File: src/rtl/qspi_pkg.sv
package qspi_pkg;

  parameter int unsigned QSPI_DW = 16;

  typedef struct packed {
    logic                 eoq;
    logic                 ctcnt;
    logic [QSPI_DW-1:0]   data;
  } qspi_cmd_t;

  typedef enum logic {ENG_IDLE = 1'b0, ENG_SHIFT = 1'b1} eng_state_e;

  function automatic logic [2:0] prescale_value(input logic [1:0] code);
    logic [2:0] v;
    case (code)
      2'd0:    v = 3'd2;
      2'd1:    v = 3'd3;
      2'd2:    v = 3'd5;
      default: v = 3'd7;
    endcase
    return v;
  endfunction

endpackage

File: src/rtl/qspi_fifo.sv
module qspi_fifo #(
  parameter int unsigned W     = 18,
  parameter int unsigned DEPTH = 4,
  localparam int unsigned PW   = (DEPTH > 1) ? $clog2(DEPTH) : 1,
  localparam int unsigned CW   = $clog2(DEPTH + 1)
) (
  input  logic          clk_i,
  input  logic          rst_ni,
  input  logic          flush_i,
  input  logic          push_i,
  input  logic [W-1:0]  wdata_i,
  output logic          full_o,
  input  logic          pop_i,
  output logic [W-1:0]  rdata_o,
  output logic          empty_o,
  output logic [CW-1:0] count_o
);

  logic [W-1:0]  mem_q [DEPTH];
  logic [PW-1:0] wp_q, rp_q;
  logic [CW-1:0] cnt_q;
  logic          wr_ok, rd_ok;

  function automatic logic [PW-1:0] ptr_next(input logic [PW-1:0] p);
    return (p == PW'(DEPTH - 1)) ? '0 : p + PW'(1);
  endfunction

  assign full_o  = (cnt_q == CW'(DEPTH));
  assign empty_o = (cnt_q == '0);
  assign wr_ok   = push_i && !full_o && !flush_i;
  assign rd_ok   = pop_i && !empty_o && !flush_i;
  assign rdata_o = mem_q[rp_q];
  assign count_o = cnt_q;

  always_ff @(posedge clk_i) begin
    if (wr_ok) mem_q[wp_q] <= wdata_i;
  end

  always_ff @(posedge clk_i or negedge rst_ni) begin
    if (!rst_ni) begin
      wp_q  <= '0;
      rp_q  <= '0;
      cnt_q <= '0;
    end else if (flush_i) begin
      wp_q  <= '0;
      rp_q  <= '0;
      cnt_q <= '0;
    end else begin
      if (wr_ok) wp_q <= ptr_next(wp_q);
      if (rd_ok) rp_q <= ptr_next(rp_q);
      case ({wr_ok, rd_ok})
        2'b10:   cnt_q <= cnt_q + CW'(1);
        2'b01:   cnt_q <= cnt_q - CW'(1);
        default: cnt_q <= cnt_q;
      endcase
    end
  end

  AST_FIFO_BOUND: assert property (@(posedge clk_i) disable iff (!rst_ni)
    cnt_q <= CW'(DEPTH));
  AST_FIFO_PUSH_INC: assert property (@(posedge clk_i) disable iff (!rst_ni)
    (push_i && !full_o && !pop_i && !flush_i) |=> (cnt_q == $past(cnt_q) + CW'(1)));
  AST_FIFO_FLUSH: assert property (@(posedge clk_i) disable iff (!rst_ni)
    flush_i |=> (cnt_q == '0));

endmodule

File: src/rtl/qspi_baud.sv
module qspi_baud
  import qspi_pkg::*;
#(
  parameter int unsigned BR_W = 3,
  localparam int unsigned HC_W = 3 + (1 << BR_W)
) (
  input  logic            clk_i,
  input  logic            rst_ni,
  input  logic            en_i,
  input  logic [1:0]      pre_i,
  input  logic [BR_W-1:0] br_i,
  output logic            tick_o
);

  logic [HC_W-1:0] half;
  logic [HC_W-1:0] cnt_q;

  assign half   = HC_W'(prescale_value(pre_i)) << br_i;
  assign tick_o = en_i && (cnt_q == half - HC_W'(1));

  always_ff @(posedge clk_i or negedge rst_ni) begin
    if (!rst_ni)           cnt_q <= '0;
    else if (!en_i || tick_o) cnt_q <= '0;
    else                   cnt_q <= cnt_q + HC_W'(1);
  end

  AST_BAUD_IN_RANGE: assert property (@(posedge clk_i) disable iff (!rst_ni)
    en_i |-> (cnt_q < half));

endmodule

File: src/rtl/qspi_shift.sv
module qspi_shift
  import qspi_pkg::*;
#(
  parameter int unsigned DW = QSPI_DW,
  localparam int unsigned EC_W = $clog2(DW)
) (
  input  logic          clk_i,
  input  logic          rst_ni,
  input  logic          start_i,
  input  logic [DW-1:0] data_i,
  input  logic          tick_i,
  input  logic          miso_i,
  output logic          busy_o,
  output logic          done_o,
  output logic [DW-1:0] rx_o,
  output logic          sck_o,
  output logic          mosi_o,
  output logic          cs_n_o
);

  eng_state_e      st_q;
  logic [DW-1:0]   txsh_q, rxsh_q;
  logic [EC_W-1:0] ecnt_q;
  logic            sck_q, cs_n_q, done_q;

  assign busy_o = (st_q == ENG_SHIFT);
  assign done_o = done_q;
  assign rx_o   = rxsh_q;
  assign sck_o  = sck_q;
  assign cs_n_o = cs_n_q;
  assign mosi_o = txsh_q[DW-1];

  always_ff @(posedge clk_i or negedge rst_ni) begin
    if (!rst_ni) begin
      st_q   <= ENG_IDLE;
      txsh_q <= '0;
      rxsh_q <= '0;
      ecnt_q <= '0;
      sck_q  <= 1'b0;
      cs_n_q <= 1'b1;
      done_q <= 1'b0;
    end else begin
      done_q <= 1'b0;
      if (st_q == ENG_IDLE) begin
        if (start_i) begin
          st_q   <= ENG_SHIFT;
          cs_n_q <= 1'b0;
          sck_q  <= 1'b0;
          txsh_q <= data_i;
          ecnt_q <= '0;
        end
      end else if (tick_i) begin
        if (!sck_q) begin
          sck_q  <= 1'b1;
          rxsh_q <= {rxsh_q[DW-2:0], miso_i};
        end else begin
          sck_q  <= 1'b0;
          ecnt_q <= ecnt_q + EC_W'(1);
          if (ecnt_q == EC_W'(DW - 1)) begin
            st_q   <= ENG_IDLE;
            cs_n_q <= 1'b1;
            done_q <= 1'b1;
          end else begin
            txsh_q <= txsh_q << 1;
          end
        end
      end
    end
  end

  AST_SCK_IDLE_LOW: assert property (@(posedge clk_i) disable iff (!rst_ni)
    cs_n_q |-> !sck_q);
  AST_DONE_RAISES_CS: assert property (@(posedge clk_i) disable iff (!rst_ni)
    done_q |-> cs_n_q);
  AST_MOSI_STABLE_HIGH: assert property (@(posedge clk_i) disable iff (!rst_ni)
    (busy_o && sck_q && $past(busy_o)) |-> $stable(mosi_o));

endmodule

File: src/rtl/qspi_master.sv
module qspi_master
  import qspi_pkg::*;
#(
  parameter int unsigned FIFO_DEPTH = 4,
  parameter int unsigned BR_W       = 3,
  parameter int unsigned CNT_W      = 16
) (
  input  logic                              clk_i,
  input  logic                              rst_ni,
  input  logic                              tx_valid_i,
  output logic                              tx_ready_o,
  input  logic [QSPI_DW-1:0]                tx_data_i,
  input  logic                              tx_eoq_i,
  input  logic                              tx_ctcnt_i,
  output logic                              rx_valid_o,
  input  logic                              rx_ready_i,
  output logic [QSPI_DW-1:0]                rx_data_o,
  output logic                              sck_o,
  output logic                              mosi_o,
  input  logic                              miso_i,
  output logic                              cs_n_o,
  input  logic [1:0]                        pre_i,
  input  logic [BR_W-1:0]                   br_i,
  input  logic                              mdis_i,
  input  logic                              eoq_clr_i,
  input  logic                              clr_txf_i,
  input  logic                              clr_rxf_i,
  input  logic                              tcnt_wr_i,
  input  logic [CNT_W-1:0]                  tcnt_wdata_i,
  output logic [CNT_W-1:0]                  tcnt_o,
  output logic                              eoq_flag_o,
  output logic                              running_o,
  output logic [$clog2(FIFO_DEPTH+1)-1:0]   tx_count_o,
  output logic [$clog2(FIFO_DEPTH+1)-1:0]   rx_count_o,
  output logic                              rx_nonempty_o
);

  localparam int unsigned DW    = QSPI_DW;
  localparam int unsigned CMD_W = $bits(qspi_cmd_t);

  qspi_cmd_t       tx_in, tx_head;
  logic [CMD_W-1:0] tx_head_raw;
  logic            tx_full, tx_empty, rx_full, rx_empty;
  logic            start, busy, eng_done, tick;
  logic [DW-1:0]   eng_rx;
  logic            eoq_q, cur_eoq_q, cur_ctcnt_q;
  logic [CNT_W-1:0] tcnt_q;
  logic            sw_tcnt_wr;

  assign tx_in   = '{eoq: tx_eoq_i, ctcnt: tx_ctcnt_i, data: tx_data_i};
  assign tx_head = qspi_cmd_t'(tx_head_raw);

  qspi_fifo #(.W(CMD_W), .DEPTH(FIFO_DEPTH)) u_txf (
    .clk_i   (clk_i),
    .rst_ni  (rst_ni),
    .flush_i (clr_txf_i),
    .push_i  (tx_valid_i),
    .wdata_i (tx_in),
    .full_o  (tx_full),
    .pop_i   (start),
    .rdata_o (tx_head_raw),
    .empty_o (tx_empty),
    .count_o (tx_count_o)
  );

  qspi_fifo #(.W(DW), .DEPTH(FIFO_DEPTH)) u_rxf (
    .clk_i   (clk_i),
    .rst_ni  (rst_ni),
    .flush_i (clr_rxf_i),
    .push_i  (eng_done),
    .wdata_i (eng_rx),
    .full_o  (rx_full),
    .pop_i   (rx_ready_i),
    .rdata_o (rx_data_o),
    .empty_o (rx_empty),
    .count_o (rx_count_o)
  );

  qspi_baud #(.BR_W(BR_W)) u_baud (
    .clk_i  (clk_i),
    .rst_ni (rst_ni),
    .en_i   (busy),
    .pre_i  (pre_i),
    .br_i   (br_i),
    .tick_o (tick)
  );

  qspi_shift #(.DW(DW)) u_shift (
    .clk_i   (clk_i),
    .rst_ni  (rst_ni),
    .start_i (start),
    .data_i  (tx_head.data),
    .tick_i  (tick),
    .miso_i  (miso_i),
    .busy_o  (busy),
    .done_o  (eng_done),
    .rx_o    (eng_rx),
    .sck_o   (sck_o),
    .mosi_o  (mosi_o),
    .cs_n_o  (cs_n_o)
  );

  assign running_o     = !eoq_q && !mdis_i;
  assign start         = running_o && !busy && !eng_done && !tx_empty && !rx_full && !clr_txf_i;
  assign tx_ready_o    = !tx_full;
  assign rx_valid_o    = !rx_empty;
  assign rx_nonempty_o = !rx_empty;
  assign eoq_flag_o    = eoq_q;
  assign tcnt_o        = tcnt_q;
  assign sw_tcnt_wr    = tcnt_wr_i && !mdis_i;

  always_ff @(posedge clk_i or negedge rst_ni) begin
    if (!rst_ni) begin
      cur_eoq_q   <= 1'b0;
      cur_ctcnt_q <= 1'b0;
    end else if (start) begin
      cur_eoq_q   <= tx_head.eoq;
      cur_ctcnt_q <= tx_head.ctcnt;
    end
  end

  always_ff @(posedge clk_i or negedge rst_ni) begin
    if (!rst_ni)                     eoq_q <= 1'b0;
    else if (eng_done && cur_eoq_q)  eoq_q <= 1'b1;
    else if (eoq_clr_i && !mdis_i)   eoq_q <= 1'b0;
  end

  always_ff @(posedge clk_i or negedge rst_ni) begin
    if (!rst_ni)         tcnt_q <= '0;
    else if (sw_tcnt_wr) tcnt_q <= tcnt_wdata_i;
    else if (eng_done)   tcnt_q <= cur_ctcnt_q ? CNT_W'(1) : tcnt_q + CNT_W'(1);
  end

  AST_EOQ_SETS: assert property (@(posedge clk_i) disable iff (!rst_ni)
    (eng_done && cur_eoq_q) |=> (eoq_q && !running_o));
  AST_STOPPED_NO_START: assert property (@(posedge clk_i) disable iff (!rst_ni)
    (eoq_q && !busy) |=> !busy);
  AST_RX_NO_DROP: assert property (@(posedge clk_i) disable iff (!rst_ni)
    eng_done |-> !rx_full);
  AST_MDIS_TCNT: assert property (@(posedge clk_i) disable iff (!rst_ni)
    (mdis_i && !eng_done) |=> $stable(tcnt_q));
  AST_CTCNT_ONE: assert property (@(posedge clk_i) disable iff (!rst_ni)
    (eng_done && cur_ctcnt_q && !sw_tcnt_wr) |=> (tcnt_q == CNT_W'(1)));

endmodule

File: config.mk
export PLATFORM = sky130hd
export DESIGN_NAME = qspi_master
export DESIGN_NICKNAME = d
export VERILOG_FILES = /design/src/rtl/qspi_pkg.sv /design/src/rtl/qspi_fifo.sv /design/src/rtl/qspi_baud.sv /design/src/rtl/qspi_shift.sv /design/src/rtl/qspi_master.sv
export SDC_FILE = /design/constraint.sdc
export NUM_CORES = 1
export LEC_CHECK = 0
export ABC_AREA = 1
export BUFFER_PORTS_ARGS = -buffer_cell sky130_fd_sc_hd__buf_4
export CAP_MARGIN = 20
export CORE_MARGIN = 2
export CORE_UTILIZATION = 31
export DETAILED_ROUTE_END_ITERATION = 8
export MAX_ROUTING_LAYER = met4
export SLEW_MARGIN = 20
export SYNTH_ARGS = -nofsm -noshare
export SYNTH_HDL_FRONTEND = slang
export SYNTH_HIERARCHICAL = 1
export SYNTH_SLANG_ARGS = --single-unit
File: constraint.sdc
create_clock -name clk_i -period 2.3 [get_ports clk_i]
set_clock_uncertainty 0.2 [all_clocks]
set_input_delay 0.69 -clock clk_i [delete_from_list [all_inputs] [get_ports clk_i]]
set_output_delay 0.69 -clock clk_i [all_outputs]
set_load 0.03 [all_outputs]
==> run_results.csv <==
group,metric,value,unit
sta,slew_headroom,61.5,%
floorplan,die_w,187,um
grt,globalRouteMet1Util,17.4,%
yosys,synth-adder-area-share,1.96,%
grt,gr-usage-all-layers,13.8,%
critical_path,end_kind,"flip-flop",
grt,grt_overflow,0,
floorplan,std_cell_rows,66,
clocking,clk-insertion-delay-late,0.51,ns
floorplan,core_region_area,32700,um^2
grt,grt_use_met3,1.88,%
sta,hold_viol_final,6,
yosys,synth_top_family_by_area,"simple AND/OR/NAND/NOR gates",
yosys,synth-xor-area-share,0.848,%
power,p_clk_share,30.0,%
status,status,"finished with violations",
run,timing.max_cap.violations,0,
yosys,asyncSetResetFlopFracSynth,38.2,%
power,switching_share,33.3,%
clocking,max-clock-path-buffers,3,
sta,setup_repair_after_global_routing_missed_its_margin,"true",
status,violations,"hold timing, setup timing",
sta,setup_tns,-16.82,ns
grt,grt_first_pass_wirelength,38.7,mm
clocking,tritoncts_buffer_count,25,
drt,antenna_left,0,
grt,grt_start_max_net_pins,85,
clocking,root_buffer,"sky130_fd_sc_hd__clkbuf_16",
worst_hold_path,hold_path_class,"in2async",
yosys,avgSynthCellArea,9.70,um^2
power,p_int,8.69,mW
sta,fmaxAchievable,372,MHz
yosys,synth-warning-count,6,
power,power.share.sequential,39.3,%
critical_path,critical_path_start_type,"input port",
power,comb_power_share,30.6,%
place,port-buffer-count,94,
sta,timing_max_transition_violations_final,0,
sta,worst_pin_slew,0.578,ns
yosys,synthDistinctLibCells,42,
clocking,clock_tree.htree_level_count,1,
drt,dr.first_iter.drc_count,386,
final_layout,layout-area-overhead-vs-synth,36.2,%
floorplan,initial_utilization,31.6,%
clocking,clk_pin_slew_worst_paths,0.06,ns
critical_path,setup.worst_path.class,"in2reg",
grt,global_route_met2_utilization,23.5,%
yosys,synth.area.mux_share,0,%
critical_path,critPathRequiredTime,2.49,ns
final_layout,finalNetCount,1310,
place,dpl_cell_area,12000,um^2
final_layout,multi_input_area,4270,um^2
drt,drt_drc_violations_left,0,
power,netSwitchingPower,4.35,mW
yosys,synth_enable_flop_cells,136,
drt,via_count,7832,
yosys,synth.yosys.seq_area_share,59.9,%
place,hpwlAfterDp,15.7,mm
yosys,netlist_area_before_placement,10300,um^2
floorplan,die-height,187,um
yosys,synth_nets,1129,
power,power_density,927,nW/um^2
clocking,cts_tree,"done",
sta,min_period_over_period,117,%
drt,first_pass_iters,6,
critical_path,reg2reg_from,"u_baud/cnt_q[7]$_DFF_PN0_",
grt,antenna_found_initial,0,
yosys,synth-simple-area-share,22.4,%
yosys,synth_compound_gate_area_share,9.19,%
floorplan,top_level_ports,95,
sta,hold_slack,-0.0233,ns
final_layout,fraction_of_layout_instances_using_a_drive_strength_above_1,35.0,%
critical_path,arrival,2.88,ns
final_layout,fillers,3074,
critical_path,setup.worst_path.start,"br_i[0]",
sta,min_period,2.69,ns
place,placement.setup.worst_slack,-0.860,ns
final_layout,finalInstanceArea,14100,um^2
yosys,postSynth.topFlopCell,"sky130_fd_sc_hd__edfxtp_1",
drt,wirelength,24.5,mm
power,power.ir.vdd_worst,0.000477,V
drt,avgRoutedWirePerCell,14.4,um
final_layout,n_antenna_cell,0,
clocking,clock-sinks,220,
grt,grt_pass1_vias,7612,
drt,detail_route.vias_per_cell,4.59,
yosys,synth_seq_cells,220,
sta,setup-violations-final,65,
yosys,synth_cells,1065,
sta,postLayoutSetupSlackWorst,-0.387,ns
power,fin_total_pwr,13.0,mW
grt,grt.busiest_layer,"met2",
floorplan,die_area,34800,um^2
critical_path,path_max_fanout,8,
place,place_congestion,0.850,
final_layout,seqCellArea,6190,um^2
power,cellLeakagePower,5.91,nW
[final cells by class]
type,instances,share of cell area (%)
clock buffer,27,4.50
tap,442,3.93
sequential,220,44.0
multi-input combinational,710,30.3
inverter,101,2.98
clock inverter,18,1.33
timing repair buffer,188,13.0
[synth_stat cells, types with 6 or more instances]
cell / count / area (um^2)
sky130_fd_sc_hd__a21oi_1: 23 / 115
sky130_fd_sc_hd__o21ai_0: 94 / 470
sky130_fd_sc_hd__nand2_4: 7 / 78.8
sky130_fd_sc_hd__inv_1: 91 / 342
sky130_fd_sc_hd__xor2_1: 7 / 61.3
sky130_fd_sc_hd__o21ai_1: 9 / 45.0
sky130_fd_sc_hd__inv_2: 10 / 37.5
sky130_fd_sc_hd__nand2_2: 22 / 138
sky130_fd_sc_hd__dfrtp_1: 83 / 2080
sky130_fd_sc_hd__nand4_1: 12 / 75.1
sky130_fd_sc_hd__nor2_2: 18 / 113
sky130_fd_sc_hd__nand3_1: 64 / 320
sky130_fd_sc_hd__edfxtp_1: 136 / 4080
sky130_fd_sc_hd__ha_1: 13 / 163
sky130_fd_sc_hd__buf_2: 18 / 90.1
sky130_fd_sc_hd__nand2_1: 240 / 901
sky130_fd_sc_hd__nor2_4: 6 / 67.6
sky130_fd_sc_hd__o22ai_1: 35 / 219
sky130_fd_sc_hd__nor2_1: 128 / 480
[cell families after synthesis]
kind of cell    count (synthesis)
fa+ha+maj                      15
compound gates                173
flops                         220
simple gates                  511
xor+xnor                       10
buf+inv                       136
[power groups by stage]
stage                     Clock, mW  Sequential [mW]  Combinational, mW
after floorplan                   0             5.28               1.91
after global placement            0             5.13               3.16
after detailed placement          0             5.13               3.21
after CTS                      4.03             5.08               3.45
after global routing           4.19             5.20               4.38
final                          3.92             5.13               4.00
[metrics by stage]
step,cells,utilization [%]
2_1_floorplan,1065,-
3_3_place_gp,1628,36.8
3_5_place_dp,1628,36.8
4_1_cts,1692,40.6
5_1_grt,1706,43.0
6_report,1706,43.0
[cell usage in the layout, fill, tap and decap left out, types with 4 or more instances in the layout]
master and instances:
sky130_fd_sc_hd__a21oi_1 15, sky130_fd_sc_hd__a21oi_2 10, sky130_fd_sc_hd__buf_12 11, sky130_fd_sc_hd__buf_4 131
sky130_fd_sc_hd__buf_6 35, sky130_fd_sc_hd__buf_8 5, sky130_fd_sc_hd__clkbuf_16 30, sky130_fd_sc_hd__clkinv_1 4
sky130_fd_sc_hd__clkinv_4 6, sky130_fd_sc_hd__dfrtp_1 82, sky130_fd_sc_hd__edfxtp_1 136, sky130_fd_sc_hd__ha_1 12
sky130_fd_sc_hd__inv_1 79, sky130_fd_sc_hd__inv_2 14, sky130_fd_sc_hd__inv_6 4, sky130_fd_sc_hd__nand2_1 201
sky130_fd_sc_hd__nand2_2 47, sky130_fd_sc_hd__nand2_4 19, sky130_fd_sc_hd__nand3_1 61, sky130_fd_sc_hd__nand3_2 7
sky130_fd_sc_hd__nand4_1 12, sky130_fd_sc_hd__nor2_1 96, sky130_fd_sc_hd__nor2_2 29, sky130_fd_sc_hd__nor2_4 27
sky130_fd_sc_hd__o21ai_0 58, sky130_fd_sc_hd__o21ai_1 20, sky130_fd_sc_hd__o21ai_2 21, sky130_fd_sc_hd__o21ai_4 6
sky130_fd_sc_hd__o22ai_1 22, sky130_fd_sc_hd__o22ai_2 10, sky130_fd_sc_hd__xor2_1 7
[critical path, stage by stage]
cell,delay (ns)
sky130_fd_sc_hd__buf_8,0.11
sky130_fd_sc_hd__inv_6,0.06
sky130_fd_sc_hd__nand4_1,0.21
sky130_fd_sc_hd__ha_4,0.34
sky130_fd_sc_hd__xor2_1,0.13
sky130_fd_sc_hd__nand2_1,0.07
sky130_fd_sc_hd__nor2_1,0.07
sky130_fd_sc_hd__o21ai_1,0.07
sky130_fd_sc_hd__nor2_1,0.09
sky130_fd_sc_hd__nand2_1,0.07
sky130_fd_sc_hd__nor2_2,0.09
sky130_fd_sc_hd__nand3_2,0.11
sky130_fd_sc_hd__nor2_4,0.14
sky130_fd_sc_hd__buf_6,0.13
sky130_fd_sc_hd__nand3_4,0.14
sky130_fd_sc_hd__clkbuf_16,0.23
sky130_fd_sc_hd__nor2_4,0.08
sky130_fd_sc_hd__a21oi_2,0.04
[path summary, 6_finish.rpt]
path                                                  end  depth (start not counted)  slack [ns]
min in group clk_i            u_txf/mem_q[1][1]$_DFFE_PP_                          1        0.18
hold reg to reg            u_shift/txsh_q[14]$_DFFE_PN0P_                          2        0.28
setup reg to reg             u_shift/rx_o[12]$_DFFE_PN0P_                         14        0.05
max in group asynchronous       u_rxf/rp_q[0]$_DFFE_PN0P_                          2        1.47
hold / removal               u_txf/count_o[1]$_DFFE_PN0P_                          2       -0.02
setup / recovery             u_shift/rx_o[12]$_DFFE_PN0P_                         18       -0.39
[registers in the layout, indices dropped and copies added (netlist names), 2 cells and up]
signal	cells
u_shift/ecnt_q	4
u_txf/mem_q	72
u_rxf/wp_q	2
u_baud/cnt_q	11
u_txf/rp_q	2
u_txf/count_o	3
u_shift/rx_o	16
u_rxf/mem_q	64
u_shift/txsh_q	16
u_rxf/rp_q	2
u_txf/wp_q	2
u_rxf/count_o	3
tcnt_o	16
[per-layer routing]
| metal | vias up | share of wire, % |
|---|---|---|
| li1 | 3935 | - |
| met1 | 3721 | 43 |
| met2 | 136 | 51 |
| met3 | 40 | 3.7 |
| met4 | 0 | 2.1 |
| met5 | - | 0 |
[timing repair]
action,in CTS,in global routing
endpoints found under the hold margin,0,0
resized for setup,67,184
setup endpoints to repair,60,73
setup buffers,18,10
pin swaps,10,32
hold buffers,0,0
gates cloned,2,7
Note: power is estimated with default switching activity, not from simulation.
